## src/rtl/lbm_pkg.sv

```systemverilog
`timescale 1ns/1ps
package lbm_pkg;

    typedef enum logic [2:0] {
        ST_IDLE     = 3'd0,
        ST_REG_ADDR = 3'd1,
        ST_REG_DATA = 3'd2,
        ST_REG_DONE = 3'd3,
        ST_PF_ADDR  = 3'd4,
        ST_PF_DATA  = 3'd5
    } lbm_state_t;

endpackage

```

## src/rtl/lbm_fifo.sv

```systemverilog
`timescale 1ns/1ps
module lbm_fifo #(
    parameter int DATA_W = 32,
    parameter int DEPTH  = 16,
    parameter int CNT_W  = $clog2(DEPTH + 1)
) (
    input  logic              clk,
    input  logic              rst_n,
    input  logic              push,
    input  logic [DATA_W-1:0] push_data,
    input  logic              pop,
    output logic [DATA_W-1:0] head,
    output logic [CNT_W-1:0]  count,
    output logic              full,
    output logic              empty
);
    localparam int PTR_W = (DEPTH > 1) ? $clog2(DEPTH) : 1;
    localparam logic [PTR_W-1:0] LAST_PTR  = PTR_W'(DEPTH - 1);
    localparam logic [CNT_W-1:0] FULL_CNT  = CNT_W'(DEPTH);

    logic [DATA_W-1:0] store [DEPTH];
    logic [PTR_W-1:0]  wr_ptr, rd_ptr;
    logic              do_push, do_pop;

    assign full    = (count == FULL_CNT);
    assign empty   = (count == '0);
    assign do_push = push && !full;
    assign do_pop  = pop && !empty;
    assign head    = store[rd_ptr];

    always_ff @(posedge clk) begin
        if (do_push) begin
            store[wr_ptr] <= push_data;
        end
    end

    always_ff @(posedge clk) begin
        if (!rst_n) begin
            wr_ptr <= '0;
            rd_ptr <= '0;
            count  <= '0;
        end else begin
            if (do_push) begin
                wr_ptr <= (wr_ptr == LAST_PTR) ? '0 : wr_ptr + PTR_W'(1);
            end
            if (do_pop) begin
                rd_ptr <= (rd_ptr == LAST_PTR) ? '0 : rd_ptr + PTR_W'(1);
            end
            unique case ({do_push, do_pop})
                2'b10:   count <= count + CNT_W'(1);
                2'b01:   count <= count - CNT_W'(1);
                default: count <= count;
            endcase
        end
    end

endmodule

```

## src/rtl/lbm_seq.sv

```systemverilog
`timescale 1ns/1ps
module lbm_seq
    import lbm_pkg::*;
#(
    parameter int DATA_W = 32,
    parameter int ADDR_W = 16,
    parameter int DEPTH  = 16,
    parameter int CNT_W  = $clog2(DEPTH + 1)
) (
    input  logic              clk,
    input  logic              rst_n,
    input  logic              reg_req,
    input  logic              reg_we,
    input  logic [ADDR_W-1:0] reg_addr,
    input  logic [DATA_W-1:0] reg_wdata,
    output logic              reg_ack,
    output logic [DATA_W-1:0] reg_rdata,
    input  logic [CNT_W-1:0]  fifo_count,
    input  logic              fifo_full,
    output logic              push,
    output logic              lb_ads_n,
    output logic [DATA_W-1:0] lb_ad_out,
    output logic              lb_ad_oe,
    input  logic [DATA_W-1:0] lb_ad_in,
    output logic              lb_wnr,
    output logic              lb_blast_n,
    input  logic              lb_ready_n,
    output lbm_state_t        state
);
    localparam logic [CNT_W-1:0] NEAR_FULL = CNT_W'(DEPTH - 1);

    lbm_state_t state_nxt;
    logic       pf_wanted;
    logic       pf_last;

    assign pf_wanted = !lb_ready_n && !fifo_full;
    assign pf_last   = reg_req || (fifo_count >= NEAR_FULL);

    always_ff @(posedge clk) begin
        if (!rst_n) begin
            state <= ST_IDLE;
        end else begin
            state <= state_nxt;
        end
    end

    always_comb begin
        state_nxt = state;
        unique case (state)
            ST_IDLE: begin
                if (reg_req) begin
                    state_nxt = ST_REG_ADDR;
                end else if (pf_wanted) begin
                    state_nxt = ST_PF_ADDR;
                end
            end
            ST_REG_ADDR: state_nxt = ST_REG_DATA;
            ST_REG_DATA: begin
                if (!lb_ready_n) begin
                    state_nxt = ST_REG_DONE;
                end
            end
            ST_REG_DONE: state_nxt = pf_wanted ? ST_PF_ADDR : ST_IDLE;
            ST_PF_ADDR:  state_nxt = ST_PF_DATA;
            ST_PF_DATA: begin
                if (pf_last) begin
                    state_nxt = reg_req ? ST_REG_ADDR : ST_IDLE;
                end
            end
            default:     state_nxt = ST_IDLE;
        endcase
    end

    always_comb begin
        lb_ads_n   = 1'b1;
        lb_blast_n = 1'b1;
        lb_ad_out  = '0;
        lb_ad_oe   = 1'b0;
        lb_wnr     = 1'b0;
        reg_ack    = 1'b0;
        push       = 1'b0;
        unique case (state)
            ST_IDLE: begin
            end
            ST_REG_ADDR: begin
                lb_ads_n  = 1'b0;
                lb_ad_oe  = 1'b1;
                lb_ad_out = DATA_W'(reg_addr);
                lb_wnr    = reg_we;
            end
            ST_REG_DATA: begin
                lb_blast_n = 1'b0;
                lb_wnr     = reg_we;
                lb_ad_oe   = reg_we;
                lb_ad_out  = reg_we ? reg_wdata : '0;
            end
            ST_REG_DONE: begin
                reg_ack = 1'b1;
            end
            ST_PF_ADDR: begin
                lb_ads_n = 1'b0;
                lb_ad_oe = 1'b1;
            end
            ST_PF_DATA: begin
                lb_blast_n = !pf_last;
                push       = !lb_ready_n;
            end
            default: begin
            end
        endcase
    end

    always_ff @(posedge clk) begin
        if (!rst_n) begin
            reg_rdata <= '0;
        end else if (state == ST_REG_DATA && !lb_ready_n && !reg_we) begin
            reg_rdata <= lb_ad_in;
        end
    end

endmodule

```

## src/rtl/lbm_prefetch_master.sv

```systemverilog
`timescale 1ns/1ps
module lbm_prefetch_master
    import lbm_pkg::*;
#(
    parameter int DATA_W = 32,
    parameter int ADDR_W = 16,
    parameter int DEPTH  = 16,
    parameter int CNT_W  = $clog2(DEPTH + 1)
) (
    input  logic              clk,
    input  logic              rst_n,
    input  logic              reg_req,
    input  logic              reg_we,
    input  logic [ADDR_W-1:0] reg_addr,
    input  logic [DATA_W-1:0] reg_wdata,
    output logic              reg_ack,
    output logic [DATA_W-1:0] reg_rdata,
    output logic              pf_valid,
    output logic [DATA_W-1:0] pf_data,
    input  logic              pf_ready,
    output logic [CNT_W-1:0]  pf_count,
    output logic              pf_full,
    output logic              pf_empty,
    output logic              lb_ads_n,
    output logic [DATA_W-1:0] lb_ad_out,
    output logic              lb_ad_oe,
    input  logic [DATA_W-1:0] lb_ad_in,
    output logic              lb_wnr,
    output logic              lb_blast_n,
    input  logic              lb_ready_n
);
    lbm_state_t state;
    logic       push;

    assign pf_valid = !pf_empty;

    lbm_seq #(
        .DATA_W (DATA_W),
        .ADDR_W (ADDR_W),
        .DEPTH  (DEPTH),
        .CNT_W  (CNT_W)
    ) u_seq (
        .clk        (clk),
        .rst_n      (rst_n),
        .reg_req    (reg_req),
        .reg_we     (reg_we),
        .reg_addr   (reg_addr),
        .reg_wdata  (reg_wdata),
        .reg_ack    (reg_ack),
        .reg_rdata  (reg_rdata),
        .fifo_count (pf_count),
        .fifo_full  (pf_full),
        .push       (push),
        .lb_ads_n   (lb_ads_n),
        .lb_ad_out  (lb_ad_out),
        .lb_ad_oe   (lb_ad_oe),
        .lb_ad_in   (lb_ad_in),
        .lb_wnr     (lb_wnr),
        .lb_blast_n (lb_blast_n),
        .lb_ready_n (lb_ready_n),
        .state      (state)
    );

    lbm_fifo #(
        .DATA_W (DATA_W),
        .DEPTH  (DEPTH),
        .CNT_W  (CNT_W)
    ) u_fifo (
        .clk       (clk),
        .rst_n     (rst_n),
        .push      (push),
        .push_data (lb_ad_in),
        .pop       (pf_ready),
        .head      (pf_data),
        .count     (pf_count),
        .full      (pf_full),
        .empty     (pf_empty)
    );

endmodule

```

## config.mk

```make
export PLATFORM = sky130hd
export DESIGN_NAME = lbm_prefetch_master
export DESIGN_NICKNAME = d
export VERILOG_FILES = /design/src/rtl/lbm_pkg.sv /design/src/rtl/lbm_fifo.sv /design/src/rtl/lbm_seq.sv /design/src/rtl/lbm_prefetch_master.sv
export SDC_FILE = /design/constraint.sdc
export NUM_CORES = 1
export LEC_CHECK = 0
export BUFFER_PORTS_ARGS = -buffer_cell sky130_fd_sc_hd__buf_4
export CORE_ASPECT_RATIO = 1.1
export CORE_MARGIN = 1.5
export CORE_UTILIZATION = 53
export CTS_CLUSTER_DIAMETER = 80
export CTS_CLUSTER_SIZE = 25
export DETAILED_ROUTE_END_ITERATION = 8
export GPL_TIMING_DRIVEN = 0
export PLACE_DENSITY = 0.87
export SLEW_MARGIN = 15
export SYNTH_ARGS = -nofsm -noshare
export SYNTH_HDL_FRONTEND = slang
export SYNTH_SLANG_ARGS = --single-unit
```

## constraint.sdc

```tcl
create_clock -name clk -period 5.34 [get_ports clk]
set_input_delay 1.068 -clock clk [delete_from_list [all_inputs] [get_ports clk]]
set_output_delay 1.068 -clock clk [all_outputs]
set_load 0.05 [all_outputs]
```

Word level (Yosys, flattened, before mapping):

Memory sizes are Yosys's and may differ from the RTL's. A register that Yosys moved wholly into a read port is not among the register bits.
Cells that the tools add are included.

* input port bits: 86
* bits in read-only memories: 0
* output and inout bits: 109
* bits in registers: 48
* logic and storage cells: 63
* bits in writable memories: 512
* latch bits: 0
* memories: 1

Memory list
* u_fifo.store: words 16, bits a word 32, read ports 1, clocked after Yosys merged registers in 1, wr ports 1, line lbm_fifo.sv:21 `logic [DATA_W-1:0] store [DEPTH];`

* bitwise gates (word level): 0
* shift operators: 0
* reductions and logical operators: 17
* multipliers: 0
* order comparisons: 1
* equal/unequal tests: 13
* $add $sub $neg: 4
* div/mod/pow operators: 0
* mux-type cells: 22

Operators by type and width (count)
* $pmux 32 s2: 1
* $mux 32: 1
* $pmux 3 s6: 1
* $mux 4: 4
* $mux 3: 5
* $pmux 5 s2: 1
* $add 4x1->4 const B: 2
* $eq 4x4->1 const B: 2
* $mux 1: 7
* $eq 3x2->1 const B: 2
* $eq 3x3->1 const B: 2
* $add 5x1->5 const B: 1
* $eq 5x5->1 const B: 1
* $ge 5x4->1 const B: 1
* $logic_and 1x1->1: 5
* $logic_not 1->1: 5
* $logic_not 5->1: 1
* $sub 5x1->5 const B: 1
* $pmux 1 s2: 2
* $reduce_or 2->1: 2
* $eq 3x1->1 const B: 1
* $logic_not 3->1: 1
* $ne 3x2->1 const B: 1
* $reduce_and 3->1: 1
* other kinds (6): 6

Logic depth before layout (Yosys ltp):

Gate-level depths: netlist (run 1).

* word-level depth: 6
* mapped depth: 13
* gate-level depth less buffers: 10

By module:

Synthesis (run 1) repeated with hierarchy kept, for this count alone.

* cell total of the unflattened synthesis: 1054
* area, all modules: 22027.4 um^2

By module, submodules not included
* lbm_fifo: area each 20235.7 um^2, cells an instance 829, times used 1, seq. area each 15715.1 um^2
* lbm_seq: area each 1788.0 um^2, cells an instance 224, times used 1, seq. area each 700.7 um^2
* lbm_prefetch_master: area each 3.8 um^2, cells an instance 1, times used 1, seq. area each 0.0 um^2

Least setup slack after synthesis (run 1):

Ideal clock, no wire load.

* path type: input-to-reg
* from: in lb_ready_n
* to: mem u_fifo.store[1][0] (enable)
* data arrival time: 5.249 ns
* setup slack: -0.422 ns
* required time: 4.827 ns
* setup time: 0.513 ns
* stages on the path: 5
* buffers on the path: 1
* cell sequence: and4bb_2 > a21boi_2 > inv_1 > buf_4 > nor4b_1

* longest elaborated chain between the ends: 5

Ends and longest elaborated chain
* start, declared: line lbm_prefetch_master.sv:30 `input logic lb_ready_n`
* $logic_not 1->1
* $mux 1: line lbm_seq.sv:82 `unique case (state)`
* $logic_and 1x1->1: line lbm_fifo.sv:27 `assign do_push = push && !full;`
* $mux 1: line lbm_fifo.sv:32 `if (do_push) begin`
* $mux 1 (not written as such): line lbm_fifo.sv:33 `store[wr_ptr] <= push_data;`
* end, declared: line lbm_fifo.sv:21

No other way between the ends.

==> flow_metrics.tcl, run 1 <==
set metrics [dict create \
    tns_ns 0 \
    fin_area_sq_mm 0.02568 \
    relSlewSlack 0.2719 \
    layout_commonest_cell "edfxtp_1" \
    ant_nets 0 \
    area_growth_pct 15.99 \
    synth-main-ff-cell "edfxtp_1" \
    layout.nets 1429 \
    row_count 78 \
    drv_cap 0 \
    cts_buffers 26 \
    yosysWarningCount 0 \
    die_area_sq_mm 0.04301 \
    synthCells 1060 \
    synth_top_area_share 0.6945 \
    peakVddDrop_mv 0.5342 \
    port_buffers 194 \
    synth-edff-count 512 \
    yosysTopAreaCell "edfxtp_1" \
    critPathBufInv 3 \
    grt_pass1_vias 12140 \
    wire_per_inst_um 27.52 \
    cts_buffer_depth 3 \
    leakagePower_nw 8.418 \
    fin_util 0.6235 \
    crit_path_end_kind "output pin" \
    place_area_sq_mm 0.02491 \
    crit_family "buffers and inverters" \
    firstDrtPassIters 7 \
    critPathLaunchType "flip-flop" \
    tightestPinTransition_ns 1.092 \
    synth_nets 1155 \
    synthTopCellsByArea "edfxtp_1 69%, mux4_2 11%, mux4_1 5.9%" \
    drive_above_1_share 0.3176 \
    seq_area_frac_synth 0.7415 \
    gr-total-overflow 0 \
    htree_num_levels 1 \
    async_flop_share 0 \
    routed_via_density 6.225 \
    max_freq_mhz 218.7 \
    setup_slack_ns 0.7682 \
    syn_area_sq_mm 0.02214 \
    grt_max_degree 27 \
    ctsResizeCount 0 \
    path_clk_slew_ns 0.09 \
    period_minus_slack_ns 4.572 \
    core_sq_mm 0.04118 \
    io_pins 195 \
    place_inst 1866 \
    grt_antenna_before_repair 2 \
    clkSinkCount 564 \
    power.total_mw 9.205 \
    cpMostUsedCell "clkbuf_1" \
    postCtsSetupBuffers 0 \
    hold_class "flip-flop to flip-flop" \
    final_cell_count_no_fill 1916 \
    arrival_ns 3.50 \
    die_w_um 197.9 \
    crit_required_ns 4.27 \
    cts_tree "built" \
    critPathMaxFanout 10 \
    drc 0 \
    grt_pass1_wl_um 77020 \
    critPathKind "flip-flop to output pin" \
    place_congestion 0.8960 \
    worst-r2r-setup-slack_ns 1.89 \
    hpwl_um 35260 \
    syn_avg_cell_area_sq_um 20.89 \
    status "finished, final reports clean" \
    setup_violations 0 \
    route.vias.total 11930 \
    drt_iter0_drc 1368 \
    power_density_mw_per_mm2 358.4 \
    min_period_over_period 0.8561 \
    whs_ns 0.4590 \
    post-place-ws_ns 1.433 \
    cp_cell_sequence "clkbuf_1, clkbuf_1, mux4_1, mux4_2, buf_4" \
    cts_hold_buffers 0 \
    rsz0062_at_grt "no" \
    start_util 0.5376 \
    die_h_um 217.4 \
    crit_path_max_incr_delay_ns 0.69 \
    track_usage 0.2487 \
    hold_viol 0 \
    root_buffer "clkbuf_16" \
    final_cell_mix "512 x edfxtp_1, 223 x buf_4, 110 x mux4_2" \
    drv_slew 0 \
    clock-skew-final_ns 0.01657 \
    synth_seq_cells 564 \
    synth_cell_types 54 \
    wirelength_um 52730 \
    clk_latency_ns 0.58 \
    slowest_stage "clkbuf_1" \
]
[area by class of cell]
cell class	count	area (sq um)
sequential	564	16420
clock buffer	46	747.0
inverter	10	37.54
fill	2694	15500
tap	560	700.7
timing repair buffer	246	2001
buffer	66	377.9
clock inverter	2	13.76
antenna	2	5.005
multi-input combinational	420	5381
[registers in the layout, summed over array words and instances, names as in the netlist, named ones only]
register / count
u_fifo.count: 5
u_fifo.rd_ptr: 4
u_seq.reg_rdata: 32
u_fifo.wr_ptr: 4
u_seq.state: 3
u_fifo.store: 512
[cell families (layout without fill, tap and decap cells)]
logic type	count (synthesis)	after routing	synth area share
xor gates and xnor gates	6	6	0.002374
and+or+nand+nor	163	163	0.03617
AOI/OAI and AO/OA	79	79	0.02351
adders and majority gates	9	9	0.005087
buffers and inverters	76	370	0.01876
other	0	2	0
DFF	564	564	0.7415
muxes	163	163	0.1726
[path summary, 6_finish.rpt]
kind / depth (start not counted) / from / to
hold / removal: 2 / u_seq.reg_rdata[19]$_SDFFE_PN0P_ / u_seq.reg_rdata[19]$_SDFFE_PN0P_
setup / recovery: 5 / flip-flop / pf_data[30]
hold reg to reg: 2 / u_seq.reg_rdata[19]$_SDFFE_PN0P_ / u_seq.reg_rdata[19]$_SDFFE_PN0P_
setup reg to reg: 13 / u_fifo.count[2]$_SDFFE_PN0P_ / u_fifo.count[4]$_SDFFE_PN0P_
[synth_stat cells (9+ instances only)]
library cell	number
a22o_1	16
buf_6	11
ha_1	9
clkbuf_1	40
edfxtp_1	512
mux4_1	50
a21oi_1	42
nor2_1	14
nand2_1	82
and3_1	19
mux4_2	110
inv_1	9
dfxtp_1	52
[worst register-to-register path: stages (launching register included)]
cell      delay (ns)
dfxtp_1         0.33
clkbuf_1        0.21
nor4_1          0.59
a21boi_2        0.26
inv_1           0.14
buf_4           0.23
ha_1            0.21
clkbuf_1        0.29
xor2_1          0.12
ha_1            0.23
a211o_1         0.28
a21oi_1         0.21
a211o_1         0.14
nand4_1         0.09
[per-layer routing]
layer	part of all wire	wire, um	GRT usage	up-vias
met5	0	0	0	-
met4	0.034	1817	0.08728	0
met2	0.51	27070	0.4311	776
met1	0.37	19270	0.3202	6104
li1	-	-	-	4941
met3	0.087	4566	0.04045	106
[where the power goes]
part	leakage (nW)	switching, mW	internal [mW]	total (mW)
sequential	5.02	0.0274	4.85	4.88
clock	0.364	1.27	0.962	2.24
combinational	3.03	1.28	0.812	2.09
total	8.42	2.58	6.63	9.20
Power figures use the tool's default switching activity.
==> inputs of run 2 (changes only) <==
- ABC_AREA: unset -> 1
- CORE_UTILIZATION: 53 -> 54
- PLACE_DENSITY: 0.87 -> 0.88
==> flow_metrics.tcl, run 2 <==
set metrics [dict create \
    clock-skew-final_ns 0.02431 \
    start_util 0.5451 \
    drt_iter0_drc 2737 \
    cts_hold_buffers 0 \
    relSlewSlack 0.3099 \
    min_period_over_period 0.7614 \
    hpwl_um 46930 \
    grt_antenna_before_repair 0 \
    htree_num_levels 1 \
    routed_via_density 6.232 \
    peakVddDrop_mv 0.4733 \
    wl_met1_um 22310 \
    hold_viol 0 \
    final_cell_mix "512 x edfxtp_1, 287 x inv_1, 215 x nand2_1" \
    synth_top_family_by_area "compound AO/OA/AOI/OAI gates" \
    cts_buffers 28 \
    cts_buffer_depth 3 \
    synth_seq_cells 564 \
    layout_commonest_cell "edfxtp_1" \
    die_h_um 222.1 \
    critPathKind "flip-flop to output pin" \
    postCtsSetupBuffers 0 \
    power.total_mw 12.27 \
    async_flop_share 0 \
    crit_required_ns 4.27 \
    yosysWarningCount 0 \
    wire_per_inst_um 24.81 \
    yosys-mux-area-fraction 0 \
    synth-edff-count 512 \
    leakagePower_nw 10.22 \
    gr-total-overflow 0 \
    die_area_sq_mm 0.04491 \
    arrival_ns 3.00 \
    drv_cap 0 \
    r2r_cells 7 \
    clk_latency_ns 0.62 \
    route.vias.total 17680 \
    worst_hold_path.endpoint "u_seq.reg_rdata[10]$_SDFFE_PN0P_" \
    largest-register "u_fifo.store" \
    whs_ns 0.5249 \
    root_buffer "clkbuf_16" \
    hold_class "flip-flop to flip-flop" \
    largestRegisters "u_fifo.store: 512 flops, u_seq.reg_rdata: 32 flops, u_fifo.count: 5 flops" \
    synth_compound_area_frac 0.1144 \
    grt_pass1_vias 17720 \
    synthTopCellsByCount "512 x edfxtp_1, 287 x inv_1, 215 x nand2_1" \
    die_w_um 202.2 \
    syn_area_sq_mm 0.02357 \
    area_growth_pct 15.69 \
    num_antenna_cells 0 \
    path_clk_slew_ns 0.09 \
    min_from "u_seq.reg_rdata[10]$_SDFFE_PN0P_" \
    synth_xor_area_frac 0.001486 \
    io_pins 195 \
    worst-r2r-setup-slack_ns 2.44 \
    status "finished, final reports clean" \
    row_count 80 \
    drive_above_1_share 0.1617 \
    place_congestion 0.9119 \
    ctsResizeCount 0 \
    fin_area_sq_mm 0.02727 \
    grt_max_degree 27 \
    cts_tree "built" \
    ant_nets 0 \
    synth_nets 2091 \
    hold_depth 2 \
    critPathLaunchType "flip-flop" \
    wirelength_um 70400 \
    rsz0062_at_grt "no" \
    grt_pass1_wl_um 103000 \
    yosys.area_share.simple 0.09979 \
    syn_avg_cell_area_sq_um 11.81 \
    seq_area_frac_synth 0.6964 \
    layout.nets 2336 \
    synth-main-ff-cell "edfxtp_1" \
    period_minus_slack_ns 4.066 \
    crit_path_end_kind "output pin" \
    setup_violations 0 \
    tightestPinTransition_ns 1.035 \
    power_density_mw_per_mm2 449.9 \
    max_freq_mhz 245.9 \
    place_area_sq_mm 0.02637 \
    synth_top_area_share 0.6523 \
    synth_fa_ha_area_frac 0.004777 \
    worstReg2RegEnd "u_fifo.store[5][10]$_DFFE_PP_" \
    drc 0 \
    maxUsedRoutingLayer "met4" \
    track_usage 0.3095 \
    met3_length_um 9375 \
    wl_met2_um 34170 \
    synthCells 1996 \
    synth.most_common_cell "edfxtp_1" \
    yosysTopAreaCell "edfxtp_1" \
    critPathMaxFanout 10 \
    r2r_start "u_fifo.count[2]$_SDFFE_PN0P_" \
    synthTopCellsByArea "edfxtp_1 65%, inv_1 4.6%, dfxtp_1 4.4%" \
    drv_slew 0 \
    clkSinkCount 564 \
    synth_cell_types 33 \
    port_buffers 193 \
    largest_reg_flops 512 \
    core_sq_mm 0.04324 \
    firstDrtPassIters 7 \
]
==> run 2: cell types whose count changed in the layout (fill, tap and decap cells not counted), moves of 81 or more <==
cell	delta
a21oi_1	+99
o21ai_0	+126
nand2_1	+133
nand3_1	+200
mux4_2	-110
o211ai_1	+126
inv_1	+278
nor2_1	+81
==> run 2: per-layer routing <==
layer,vias up,global-route usage
met3,314,0.05703
met5,-,0
met1,8266,0.3720
met4,0,0.1790
li1,7478,-
met2,1622,0.5239
==> run 2: cell type report <==
cell class	count	area [sq um]
multi-input combinational	1016	5315
buffer	124	862.1
clock buffer	46	820.8
timing repair buffer	215	1959
sequential	564	16420
fill	2977	15970
tap	574	718.2
clock inverter	6	81.33
inverter	292	1096
==> run 2: stage by stage <==
stage	setup TNS (ns)	setup WS [ns]	utilization	cells
2_1_floorplan	0	1.302	-	1996
3_3_place_gp	-40.53	-1.271	0.5952	2763
3_5_place_dp	0	2.008	0.6098	2785
4_1_cts	0	1.344	0.6306	2837
5_1_grt	0	1.245	0.6306	2837
6_report	0	1.274	0.6306	2837
==> run 2: how the worst max path moves through the flow <==
| stage | slack (ns) | start | cells past startpoint | endpoint |
|---|---|---|---|---|
| floorplan | 1.30 | lb_ready_n | 3 | u_fifo.store[7][0]$_DFFE_PP_ |
| global placement | -1.27 | lb_ready_n | 4 | u_fifo.store[7][18]$_DFFE_PP_ |
| CTS | 1.34 | flip-flop | 7 | pf_data[30] |
| finish | 1.27 | flip-flop | 7 | pf_data[2] |
| detailed placement | 2.01 | reg_we | 4 | lb_ad_out[12] |
| global route | 1.24 | flip-flop | 7 | pf_data[27] |
==> run 2: worst max-delay path, cell delays in order (launching register included) <==
cell      delay [ns]
dfxtp_1         0.45
buf_2           0.40
clkbuf_1        0.69
o211ai_1        0.24
nand3_1         0.15
nand3_1         0.11
nand2_1         0.13
buf_4           0.21
==> run 2: power breakdown <==
group / switching, mW / total, mW / internal, mW
Sequential: 0.0683 / 4.94 / 4.88
Combinational: 3.41 / 4.83 / 1.42
Clock: 1.41 / 2.49 / 1.09
Total: 4.88 / 12.3 / 7.38
==> run 2: kinds of logic after synthesis <==
logic type	after synthesis
AO/OA/AOI/OAI	458
XOR/XNOR	4
adder cells (fa/ha/maj)	9
buffers and inverters	416
flip-flops	564
AND/OR/NAND/NOR	545
